## src/rtl/dclk_pkg.sv

```systemverilog
package dclk_pkg;
    localparam int KHZ_W   = 20;
    localparam int FIELD_W = 11;
    localparam int RATIO_W = 8;
    localparam int DIV_W   = 2;
    localparam int UNIT_W  = 8;

    localparam int unsigned BYPASS_KHZ  = 19200;
    localparam int unsigned TOGGLE_KHZ  = 624000;
    localparam int unsigned PRE_MIN_KHZ = 500000;

    localparam logic [7:0]  MBX_CMD_FREQ = 8'h17;
    localparam logic [31:0] MBX_PREPARE  = 32'h8000_0000;

    // clock-control field positions (decoded by the clock divider)
    localparam int DIV_LSB = 22;
    localparam int PRE_BIT = 16;

    typedef enum logic [2:0] {
        ST_IDLE,
        ST_NOTE_PRE,
        ST_PLL_OFF,
        ST_PLL_SET,
        ST_PLL_LOCK,
        ST_CTL_WR,
        ST_NOTE_POST
    } dclk_state_e;

    typedef struct packed {
        logic               valid;
        logic               bypass;
        logic [RATIO_W-1:0] ratio;
        logic [DIV_W-1:0]   div;
        logic               pre;
        logic [FIELD_W-1:0] field;
        logic [UNIT_W-1:0]  units;
    } dclk_entry_t;
endpackage

```

## src/rtl/dclk_freq_map.sv

```systemverilog
module dclk_freq_map
    import dclk_pkg::*;
(
    input  logic [KHZ_W-1:0] khz_i,
    output dclk_entry_t      ent_o
);
    always_comb begin
        ent_o       = '0;
        ent_o.valid = 1'b1;
        ent_o.pre   = (khz_i >= KHZ_W'(PRE_MIN_KHZ));
        case (khz_i)
            KHZ_W'(144000): begin
                ent_o.ratio = 8'd60; ent_o.div = 2'd3; ent_o.field = 11'd286;  ent_o.units = 8'd6;
            end
            KHZ_W'(288000): begin
                ent_o.ratio = 8'd60; ent_o.div = 2'd2; ent_o.field = 11'd574;  ent_o.units = 8'd12;
            end
            KHZ_W'(384000): begin
                ent_o.ratio = 8'd60; ent_o.div = 2'd1; ent_o.field = 11'd766;  ent_o.units = 8'd16;
            end
            KHZ_W'(576000): begin
                ent_o.ratio = 8'd60; ent_o.div = 2'd0; ent_o.field = 11'd1150; ent_o.units = 8'd24;
            end
            KHZ_W'(TOGGLE_KHZ): begin
                ent_o.ratio = 8'd65; ent_o.div = 2'd0; ent_o.field = 11'd1246; ent_o.units = 8'd25;
            end
            KHZ_W'(BYPASS_KHZ): begin
                ent_o.bypass = 1'b1; ent_o.units = 8'd1;
            end
            default: ent_o.valid = 1'b0;
        endcase
    end
endmodule

```

## src/rtl/dclk_wait_timer.sv

```systemverilog
module dclk_wait_timer #(
    parameter int unsigned LIMIT = 200
) (
    input  logic clk,
    input  logic rst_n,
    input  logic run_i,
    output logic expired_o
);
    localparam int CW = $clog2(LIMIT + 1);

    logic [CW-1:0] cnt_d, cnt_q;

    always_comb begin
        if (!run_i)                  cnt_d = '0;
        else if (cnt_q != CW'(LIMIT)) cnt_d = cnt_q + CW'(1);
        else                         cnt_d = cnt_q;
    end

    always_ff @(posedge clk or negedge rst_n) begin
        if (!rst_n) cnt_q <= '0;
        else        cnt_q <= cnt_d;
    end

    assign expired_o = (cnt_q == CW'(LIMIT));

    assert_timer_clear_R5: assert property (@(posedge clk) disable iff (!rst_n)
        !run_i |=> !expired_o);
endmodule

```

## src/rtl/dclk_retune_seq.sv

```systemverilog
module dclk_retune_seq
    import dclk_pkg::*;
#(
    parameter int unsigned TIMEOUT_CYC = 200,
    parameter logic [31:0] PLLCTL_RST  = 32'h5A00_003C,
    parameter logic [31:0] CLKCTL_RST  = 32'h4080_023E
) (
    input  logic             clk,
    input  logic             rst_n,
    input  logic             req_valid,
    input  logic [KHZ_W-1:0] req_khz,
    output logic             busy,
    output logic             done,
    output logic             err,
    output logic [KHZ_W-1:0] cur_khz,
    output logic             mbx_req,
    output logic [7:0]       mbx_cmd,
    output logic [31:0]      mbx_data,
    input  logic             mbx_ack,
    input  logic             mbx_err,
    output logic             pll_en,
    output logic [31:0]      pll_ctl,
    input  logic             pll_lock,
    output logic [31:0]      clk_ctl
);
    localparam int unsigned RST_KHZ = 32'(CLKCTL_RST[FIELD_W-1:0]) * 500 + 1000;

    typedef struct packed {
        dclk_state_e      state;
        logic [KHZ_W-1:0] khz;
        dclk_entry_t      ent;
        logic             pll_en;
        logic [31:0]      pll_ctl;
        logic [31:0]      clkctl;
        logic [KHZ_W-1:0] cur;
        logic             err;
        logic             done;
    } seq_regs_t;

    localparam seq_regs_t RST_REGS = '{
        state: ST_IDLE, khz: '0, ent: '0, pll_en: 1'b0,
        pll_ctl: PLLCTL_RST, clkctl: CLKCTL_RST,
        cur: KHZ_W'(RST_KHZ), err: 1'b0, done: 1'b0
    };

    seq_regs_t   d, q;
    dclk_entry_t map_ent;
    logic        tmr_run, tmr_exp, need_off;
    logic [KHZ_W-1:0] cur_dec;

    dclk_freq_map u_map (
        .khz_i (req_khz),
        .ent_o (map_ent)
    );

    assign tmr_run = (q.state == ST_PLL_OFF) || (q.state == ST_PLL_LOCK);

    dclk_wait_timer #(.LIMIT(TIMEOUT_CYC)) u_timer (
        .clk       (clk),
        .rst_n     (rst_n),
        .run_i     (tmr_run),
        .expired_o (tmr_exp)
    );

    // present frequency as held in the offset fixed-point field
    assign cur_dec  = KHZ_W'(q.clkctl[FIELD_W-1:0]) * KHZ_W'(500) + KHZ_W'(1000);
    assign need_off = q.ent.bypass || (q.khz == KHZ_W'(TOGGLE_KHZ)) ||
                      (cur_dec == KHZ_W'(TOGGLE_KHZ));

    always_comb begin
        d      = q;
        d.done = 1'b0;
        case (q.state)
            ST_IDLE: begin
                if (req_valid) begin
                    d.khz = req_khz;
                    d.ent = map_ent;
                    d.err = !map_ent.valid;
                    if (map_ent.valid) d.state = ST_NOTE_PRE;
                    else               d.done  = 1'b1;
                end
            end
            ST_NOTE_PRE: begin
                if (mbx_ack) begin
                    if (mbx_err) begin
                        d.err   = 1'b1;
                        d.done  = 1'b1;
                        d.state = ST_IDLE;
                    end else if (need_off) begin
                        d.pll_en = 1'b0;
                        d.state  = ST_PLL_OFF;
                    end else begin
                        d.state = q.ent.bypass ? ST_NOTE_POST : ST_PLL_SET;
                    end
                end
            end
            ST_PLL_OFF: begin
                if (!pll_lock || tmr_exp) begin
                    if (pll_lock) d.err = 1'b1;
                    d.state = q.ent.bypass ? ST_NOTE_POST : ST_PLL_SET;
                end
            end
            ST_PLL_SET: begin
                d.pll_ctl[RATIO_W-1:0] = q.ent.ratio;
                d.pll_en               = 1'b1;
                d.state                = ST_PLL_LOCK;
            end
            ST_PLL_LOCK: begin
                if (pll_lock || tmr_exp) begin
                    if (!pll_lock) d.err = 1'b1;
                    d.state = ST_CTL_WR;
                end
            end
            ST_CTL_WR: begin
                d.clkctl[DIV_LSB +: DIV_W]  = q.ent.div;
                d.clkctl[PRE_BIT]           = q.ent.pre;
                d.clkctl[FIELD_W-1:0]       = q.ent.field;
                d.state                     = ST_NOTE_POST;
            end
            ST_NOTE_POST: begin
                if (mbx_ack) begin
                    if (mbx_err) d.err = 1'b1;
                    else         d.cur = q.khz;
                    d.done  = 1'b1;
                    d.state = ST_IDLE;
                end
            end
            default: d.state = ST_IDLE;
        endcase
    end

    always_ff @(posedge clk or negedge rst_n) begin
        if (!rst_n) q <= RST_REGS;
        else        q <= d;
    end

    assign busy     = (q.state != ST_IDLE);
    assign done     = q.done;
    assign err      = q.err;
    assign cur_khz  = q.cur;
    assign pll_en   = q.pll_en;
    assign pll_ctl  = q.pll_ctl;
    assign clk_ctl  = q.clkctl;
    assign mbx_req  = (q.state == ST_NOTE_PRE) || (q.state == ST_NOTE_POST);
    assign mbx_cmd  = mbx_req ? MBX_CMD_FREQ : 8'h00;
    assign mbx_data = (q.state == ST_NOTE_PRE)  ? MBX_PREPARE :
                      (q.state == ST_NOTE_POST) ? 32'(q.ent.units) : 32'h0;

    assert_mbx_hold_R3: assert property (@(posedge clk) disable iff (!rst_n)
        mbx_req && !mbx_ack |=> mbx_req && $stable(mbx_data));

    assert_done_pulse_R9: assert property (@(posedge clk) disable iff (!rst_n)
        done |=> !done);

    assert_busy_supported_R2: assert property (@(posedge clk) disable iff (!rst_n)
        busy |-> q.ent.valid);

    assert_ratio_only_R6: assert property (@(posedge clk) disable iff (!rst_n)
        $stable(pll_ctl[31:RATIO_W]));

    assert_ctl_keep_R7: assert property (@(posedge clk) disable iff (!rst_n)
        $stable({clk_ctl[31:24], clk_ctl[21:17], clk_ctl[15:FIELD_W]}));

    assert_precharge_R7: assert property (@(posedge clk) disable iff (!rst_n)
        clk_ctl[PRE_BIT] == (cur_dec >= KHZ_W'(PRE_MIN_KHZ)));

    assert_cur_at_done_R8: assert property (@(posedge clk) disable iff (!rst_n)
        !$stable(cur_khz) |-> done);

    assert_pll_rise_busy_R6: assert property (@(posedge clk) disable iff (!rst_n)
        $rose(pll_en) |-> busy);
endmodule

```

## config.mk

```make
export PLATFORM = sky130hd
export DESIGN_NAME = dclk_retune_seq
export DESIGN_NICKNAME = d
export VERILOG_FILES = /design/src/rtl/dclk_pkg.sv /design/src/rtl/dclk_freq_map.sv /design/src/rtl/dclk_wait_timer.sv /design/src/rtl/dclk_retune_seq.sv
export SDC_FILE = /design/constraint.sdc
export NUM_CORES = 1
export LEC_CHECK = 0
export BUFFER_PORTS_ARGS = -buffer_cell sky130_fd_sc_hd__buf_2
export CAP_MARGIN = 40
export CELL_PAD_IN_SITES_DETAIL_PLACEMENT = 0
export CELL_PAD_IN_SITES_GLOBAL_PLACEMENT = 1
export CORE_ASPECT_RATIO = 1.5
export CORE_MARGIN = 2
export CORE_UTILIZATION = 41
export CTS_BUF_LIST = sky130_fd_sc_hd__clkbuf_4 sky130_fd_sc_hd__clkbuf_8
export DETAILED_ROUTE_END_ITERATION = 8
export GPL_ROUTABILITY_DRIVEN = 0
export PLACE_DENSITY_LB_ADDON = 0.1
export SYNTH_ARGS = -nofsm -noshare
export SYNTH_HDL_FRONTEND = slang
export SYNTH_HIERARCHICAL = 1
export SYNTH_SLANG_ARGS = --single-unit
```

## constraint.sdc

```tcl
create_clock -name clk -period 4.9 [get_ports clk]
set_clock_uncertainty 0.15 [all_clocks]
set_input_delay 0.98 -clock clk [delete_from_list [all_inputs] [get_ports clk]]
set_output_delay 0.98 -clock clk [all_outputs]
set_load 0.05 [all_outputs]
```

==> results.sh, run 1 <==
export IMPL_io_buffers=85
export IMPL_clockPowerShare_pct=17.8
export IMPL_use_met3_pct=2.47
export IMPL_drive_above_1_share_pct=34.9
export IMPL_fp_dieW_microns=118
export IMPL_synth_ff_type="dfrtp_1"
export IMPL_yosys_warnings=6
export IMPL_vdd_drop_max_mv=0.255
export IMPL_p_comb_share_pct=42.2
export IMPL_slowest_stage="dfstp_2"
export IMPL_cp_num_buf_inv=2
export IMPL_cts_tree="yes"
export IMPL_seqPwrFrac_pct=40.0
export IMPL_final_cell_count_no_fill=1096
export IMPL_first_global_vias=5681
export IMPL_dp_final_hpwl_microns=14200
export IMPL_final_area_sq_mm=0.00878
export IMPL_cts_hold_repair_buffers=0
export IMPL_boundaryPins=155
export IMPL_status="finished, violations left"
export IMPL_crit_reg2reg_capture="pll_en"
export IMPL_use_met1_pct=17.6
export IMPL_fin_crit_sh_pct=104
export IMPL_syn_to_final_growth_pct=9.38
export IMPL_clock_sinks=107
export IMPL_r2r_start="clk_ctl[2]"
export IMPL_path_class="flip-flop to flip-flop"
export IMPL_grt_max_degree=63
export IMPL_rsz0062_at_grt="yes"
export IMPL_crit_path_max_fanout=4
export IMPL_leakage_nw=4.70
export IMPL_reg2reg_depth=15
export IMPL_grt_first_pass_wirelength_microns=28600
export IMPL_antenna_found_initial=0
export IMPL_yosysTopAreaCell="dfrtp_1"
export IMPL_finalPower_mw=3.16
export IMPL_path_cells="inv_2 > fa_1 > fa_2 > inv_1 > fa_2 > fa_2 > ha_4 > a21o_1 > a31o_1 > or3_1 > a21oi_2 > o2111ai_2 > or4_4 > a221oi_4 > o211ai_1"
export IMPL_drt_wirelength_per_cell_microns=15.9
export IMPL_layout_commonest_cell="dfrtp_1"
export IMPL_hold_viol=0
export IMPL_die_area_sq_mm=0.0207
export IMPL_p_sw_mw=1.37
export IMPL_antennaDiodeCount=0
export IMPL_switching_share_pct=43.3
export IMPL_multiInputGateArea_sq_mm=0.00442
export IMPL_cp_end_kind="flip-flop"
export IMPL_regArea_sq_mm=0.00270
export IMPL_async_flop_share_pct=100
export IMPL_fmax_ghz=0.195
export IMPL_grt_usage_pct=17.2
export IMPL_seq_area_frac_synth_pct=33.6
export IMPL_ys_top_cells_by_area="dfrtp_1, buf_4, mux2_2"
export IMPL_grt_overflow=0
export IMPL_placed_area_sq_mm=0.00846
export IMPL_ant_nets=0
export IMPL_vias_per_cell=4.90
export IMPL_busiest_layer="met2"
export IMPL_fillers=1872
export IMPL_period_needed_ns=5.12
export IMPL_cpLargestDelayFamily="adder cells"
export IMPL_die_h_microns=175
export IMPL_nets=941
export IMPL_violations="setup timing"
export IMPL_drc_errors=0
export IMPL_cts_inserted_buffers=9
export IMPL_avgSynthCellArea_sq_um=10.5
export IMPL_yosysUniqueCellTypes=71
export IMPL_synth_area_sq_mm=0.00803
export IMPL_relSlewSlack_pct=38.6
export IMPL_final_cell_mix="dfrtp_1, buf_2, mux2_2"
export IMPL_htree_levels=3
export IMPL_cp_slowest_stage_delay_ns=0.60
export IMPL_synth_edff_count=0
export IMPL_start_kind="flip-flop"
export IMPL_arrival_ns=5.18
export IMPL_slew_viol_final=0
export IMPL_min_path_type="input port to asynchronous set/reset pin"
export IMPL_final_setup_viol_count=2
export IMPL_placementRows=62
export IMPL_drtIter0Drc=226
export IMPL_p_per_area_mw_per_mm2=359
export IMPL_netlist_instances=762
export IMPL_drt_pass1_iter_count=4
export IMPL_cts_max_path_buffers=2
export IMPL_cpMostUsedCell="fa_2"
export IMPL_cap_viol_max_count=0
export IMPL_clk_latency_ns=0.37
export IMPL_fin_ws_ns=-0.217
export IMPL_worstPathRequired_ns=4.96
export IMPL_initial_core_util_pct=41.9
export IMPL_core_area_sq_mm=0.0192
export IMPL_routed_wl_microns=17400
export IMPL_fin_hold_ws_ns=0.338
export IMPL_dp_cells=1074
export IMPL_yosysTopAreaCellShare_pct=28.4
export IMPL_tightest_slew_ns=0.919
export IMPL_ys_ff_latch=107
export IMPL_root_buffer="clkbuf_8"
export IMPL_dr_total_vias=5372
export IMPL_intPower_mw=1.79
export IMPL_r2r_setup_slack_ns=-0.22
export IMPL_clk_pin_slew_ns=0.11
export IMPL_met2_usage_pct=33.8
[stage by stage]
step,worst slack [ns],setup TNS (ns),util [%]
floorplan,0.000198,0,-
detailed placement,-0.308,-0.580,44.2
CTS,-0.249,-0.423,45.6
global route,-0.443,-0.805,45.8
finish,-0.217,-0.359,45.8
global placement,-0.232,-0.428,44.0
[logic make-up after synthesis]
logic type / synth area share (%)
AO/OA/AOI/OAI: 6.20
AND/OR/NAND/NOR: 12.8
XOR/XNOR: 1.53
multiplexers: 13.7
buffers and inverters: 16.4
other: 0.140
flip-flops: 33.6
adder cells (fa/ha/maj): 15.6
[cell type report]
cell class              instances  share of cell area (%)
well taps                     256                    3.65
flip-flops and latches        107                    30.7
clock buffers                  10                    1.57
multi-input cells             507                    50.3
repair buffers                141                    10.1
inverters                      69                    2.95
clock inverters                 6                   0.798
[sequential cells by signal, indices dropped and copies added, names as in the netlist]
signal / count
clk_ctl: 14
cur_khz: 20
done: 1
err: 1
pll_ctl: 8
pll_en: 1
q: 54
u_timer/cnt_q: 8
[cell usage after synthesis (all sizes together) (6+ instances only)]
| cell type | n |
|---|---|
| dfstp | 16 |
| mux2 | 94 |
| fa | 34 |
| clkbuf | 19 |
| ha | 46 |
| nor2 | 19 |
| a21o | 7 |
| nand2 | 38 |
| buf | 132 |
| nand3 | 24 |
| or4 | 6 |
| nor4b | 7 |
| dfrtp | 91 |
| and3 | 15 |
| or3 | 7 |
| nor3 | 9 |
| nand2b | 6 |
| xnor2 | 11 |
| nor4 | 7 |
| inv | 69 |
| o21ai | 17 |
| a21oi | 13 |
[per-layer routing]
| layer | share of wire (%) | vias up |
|---|---|---|
| met1 | 35 | 2671 |
| met5 | 0 | - |
| met4 | 3.8 | 0 |
| li1 | - | 2541 |
| met2 | 57 | 129 |
| met3 | 3.8 | 31 |
[worst max-delay path by stage]
stage / startpoint / to / slack (ns) / cells past startpoint
floorplan: clk_ctl[2] / pll_en / 0.0002 / 15
global placement: clk_ctl[2] / pll_en / -0.23 / 15
detailed placement: clk_ctl[2] / pll_en / -0.31 / 15
CTS: clk_ctl[2] / pll_en / -0.25 / 17
global route: clk_ctl[2] / pll_en / -0.44 / 17
finish: clk_ctl[2] / pll_en / -0.22 / 15
[repair_timing]
| item | in CTS | in global routing |
|---|---|---|
| resized for setup | 4 | 7 |
| buffers inserted | 6 | 0 |
| endpoints found under the setup margin | 2 | 2 |
| cloned | 0 | 0 |
| pin swaps | 28 | 7 |
[power by group through the flow]
stage	clock, mW	sequential [mW]	combinational, mW
2_1_floorplan	0	1.23	1.19
3_3_place_gp	0	1.27	1.32
4_1_cts	0.583	1.27	1.35
5_1_grt	0.615	1.30	1.44
6_report	0.561	1.26	1.33
3_5_place_dp	0	1.28	1.34
No activity file was read; power rests on OpenSTA's default activity.
==> run 2: changes to the inputs <==
--- a/config.mk
+++ b/config.mk
@@ -16,6 +16,7 @@
 export DETAILED_ROUTE_END_ITERATION = 8
 export GPL_ROUTABILITY_DRIVEN = 0
 export PLACE_DENSITY_LB_ADDON = 0.1
+export SETUP_SLACK_MARGIN = 0.5
 export SYNTH_ARGS = -nofsm -noshare
 export SYNTH_HDL_FRONTEND = slang
 export SYNTH_HIERARCHICAL = 1
==> run 2 against run 1 <==
Effect of this change: the run still ends with setup timing left; register-to-register slack lost 0.06 ns; global-route usage is essentially flat; maximum frequency shrank 1.2%; die area is the same; clock power is essentially flat; critical path depth is the same; combinational power is essentially flat; worst setup slack lost 0.060 ns; sequential share of layout area grew 0.44 points; critical path type unchanged; critical endpoint unchanged; largest cell class unchanged; highest routed layer unchanged.
==> results.sh, run 2 (synthesis results as in run 1) <==
export IMPL_status="finished, violations left"
export IMPL_violations="setup timing"
export IMPL_post_route_util_pct=45.2
export IMPL_cp_end_kind="flip-flop"
export IMPL_rsz0062_at_grt="yes"
export IMPL_cap_viol_max_count=0
export IMPL_r2r_start="clk_ctl[2]"
export IMPL_fin_setup_tns_ns=-0.462
export IMPL_period_needed_ns=5.18
export IMPL_antenna_found_initial=0
export IMPL_slew_viol_final=0
export IMPL_cts_max_path_buffers=2
export IMPL_top_register="q"
export IMPL_relSlewSlack_pct=44.4
export IMPL_dp_final_hpwl_microns=14400
export IMPL_min_path_type="flip-flop to flip-flop"
export IMPL_final_cell_mix="dfrtp_1, buf_2, mux2_2"
export IMPL_initial_core_util_pct=41.9
export IMPL_drtIter0Drc=190
export IMPL_drc_errors=0
export IMPL_root_buffer="clkbuf_8"
export IMPL_routed_wl_microns=17600
export IMPL_cts_tree="yes"
export IMPL_io_buffers=85
export IMPL_clk_pin_slew_ns=0.10
export IMPL_leakage_nw=4.64
export IMPL_fin_ws_ns=-0.277
export IMPL_crit_path_max_fanout=6
export IMPL_cts_inserted_buffers=9
export IMPL_largest_reg_flops=54
export IMPL_arrival_ns=5.24
export IMPL_multiInputGateArea_sq_mm=0.00437
export IMPL_grt_first_pass_wirelength_microns=28500
export IMPL_clk_latency_ns=0.37
export IMPL_layout_commonest_cell="dfrtp_1"
export IMPL_hold_viol=0
export IMPL_fp_dieW_microns=118
export IMPL_placed_area_sq_mm=0.00842
export IMPL_vias_per_cell=4.92
export IMPL_nets=933
export IMPL_drt_wirelength_per_cell_microns=16.1
export IMPL_vdd_drop_max_mv=0.292
export IMPL_crit_reg2reg_capture="pll_en"
export IMPL_antennaDiodeCount=0
export IMPL_p_per_area_mw_per_mm2=362
export IMPL_drive_above_1_share_pct=33.8
export IMPL_worstPathRequired_ns=4.96
export IMPL_tightest_slew_ns=0.832
export IMPL_grt_overflow=0
export IMPL_clock_sinks=107
export IMPL_cts_hold_repair_buffers=0
export IMPL_final_setup_viol_count=2
export IMPL_path_class="flip-flop to flip-flop"
export IMPL_dr_total_vias=5354
export IMPL_min_path_cells=1
export IMPL_reg2reg_depth=15
export IMPL_grt_usage_pct=17.2
export IMPL_finalPower_mw=3.13
export IMPL_drt_pass1_iter_count=4
export IMPL_fillers=1876
export IMPL_first_global_vias=5581
export IMPL_grt_max_degree=57
export IMPL_start_kind="flip-flop"
export IMPL_boundaryPins=155
export IMPL_ant_nets=0
export IMPL_die_area_sq_mm=0.0207
export IMPL_min_from="q[94]"
export IMPL_htree_levels=3
export IMPL_core_area_sq_mm=0.0192
export IMPL_r2r_setup_slack_ns=-0.28
export IMPL_final_area_sq_mm=0.00866
export IMPL_dp_worst_setup_slack_ns=-0.334
export IMPL_die_h_microns=175
export IMPL_fin_crit_sh_pct=106
export IMPL_placementRows=62
export IMPL_syn_to_final_growth_pct=7.88
export IMPL_whs_endpoint="q[94]"
export IMPL_regArea_sq_mm=0.00270
export IMPL_fmax_ghz=0.193
-- run 2: cell count changes in the layout (fill, tap and decap cells not counted), sizes merged --
cell	change
buf	-8
inv	-3
clkinvlp	+2
clkbuf	+1
-- run 2: per-stage QoR --
stage / std cells / hold WS, ns
final: 1088 / 0.338
after global routing: 1088 / 0.363
after CTS: 1088 / 0.342
after detailed placement: 1071 / 0.318
after global placement: 1071 / 0.310
after floorplan: 834 / 0.300
-- run 2: how the worst max path moves through the flow --
stage                from      to  slack (ns)
6_report       clk_ctl[2]  pll_en       -0.28
5_1_grt        clk_ctl[2]  pll_en       -0.45
4_1_cts        clk_ctl[2]  pll_en       -0.28
3_5_place_dp   clk_ctl[2]  pll_en       -0.33
3_3_place_gp   clk_ctl[2]  pll_en       -0.24
2_1_floorplan  clk_ctl[2]  pll_en        0.05
-- run 2: final cells by class --
class / count / area share (%)
Multi-Input combinational cell: 507 / 50.5
Clock buffer: 11 / 1.68
Clock inverter: 5 / 0.722
Sequential cell: 107 / 31.1
Inverter: 69 / 2.99
Tap cell: 256 / 3.70
Timing Repair Buffer: 133 / 9.29
-- run 2: power breakdown --
| part | internal [mW] | leakage (nW) | switching (mW) |
|---|---|---|---|
| sequential | 1.09 | 1.35 | 0.164 |
| clock | 0.258 | 0.0992 | 0.300 |
| combinational | 0.429 | 3.19 | 0.890 |
-- run 2: critical path, cell delays in order, from the launching register on --
cell	delay, ns
dfstp_2	0.59
inv_2	0.05
fa_1	0.50
fa_2	0.55
inv_2	0.04
fa_2	0.52
fa_2	0.45
ha_4	0.25
and3_4	0.16
a221oi_4	0.33
xnor2_1	0.18
nand4_1	0.19
or3_1	0.34
a31o_1	0.22
a221oi_4	0.35
o211ai_1	0.15
-- run 2: layer usage --
| metal | track usage [%] | up-vias | routed length (microns) |
|---|---|---|---|
| li1 | - | 2521 | - |
| met1 | 17.3 | 2683 | 6250 |
| met2 | 34.2 | 121 | 10100 |
| met3 | 2.76 | 29 | 608 |
| met4 | 7.43 | 0 | 586 |
| met5 | 0 | - | 0 |
-- run 2: timing repair --
item	in CTS	in global routing
setup endpoints to repair	2	2
setup buffers	1	0
pin swaps	10	4
gates resized for setup	3	2
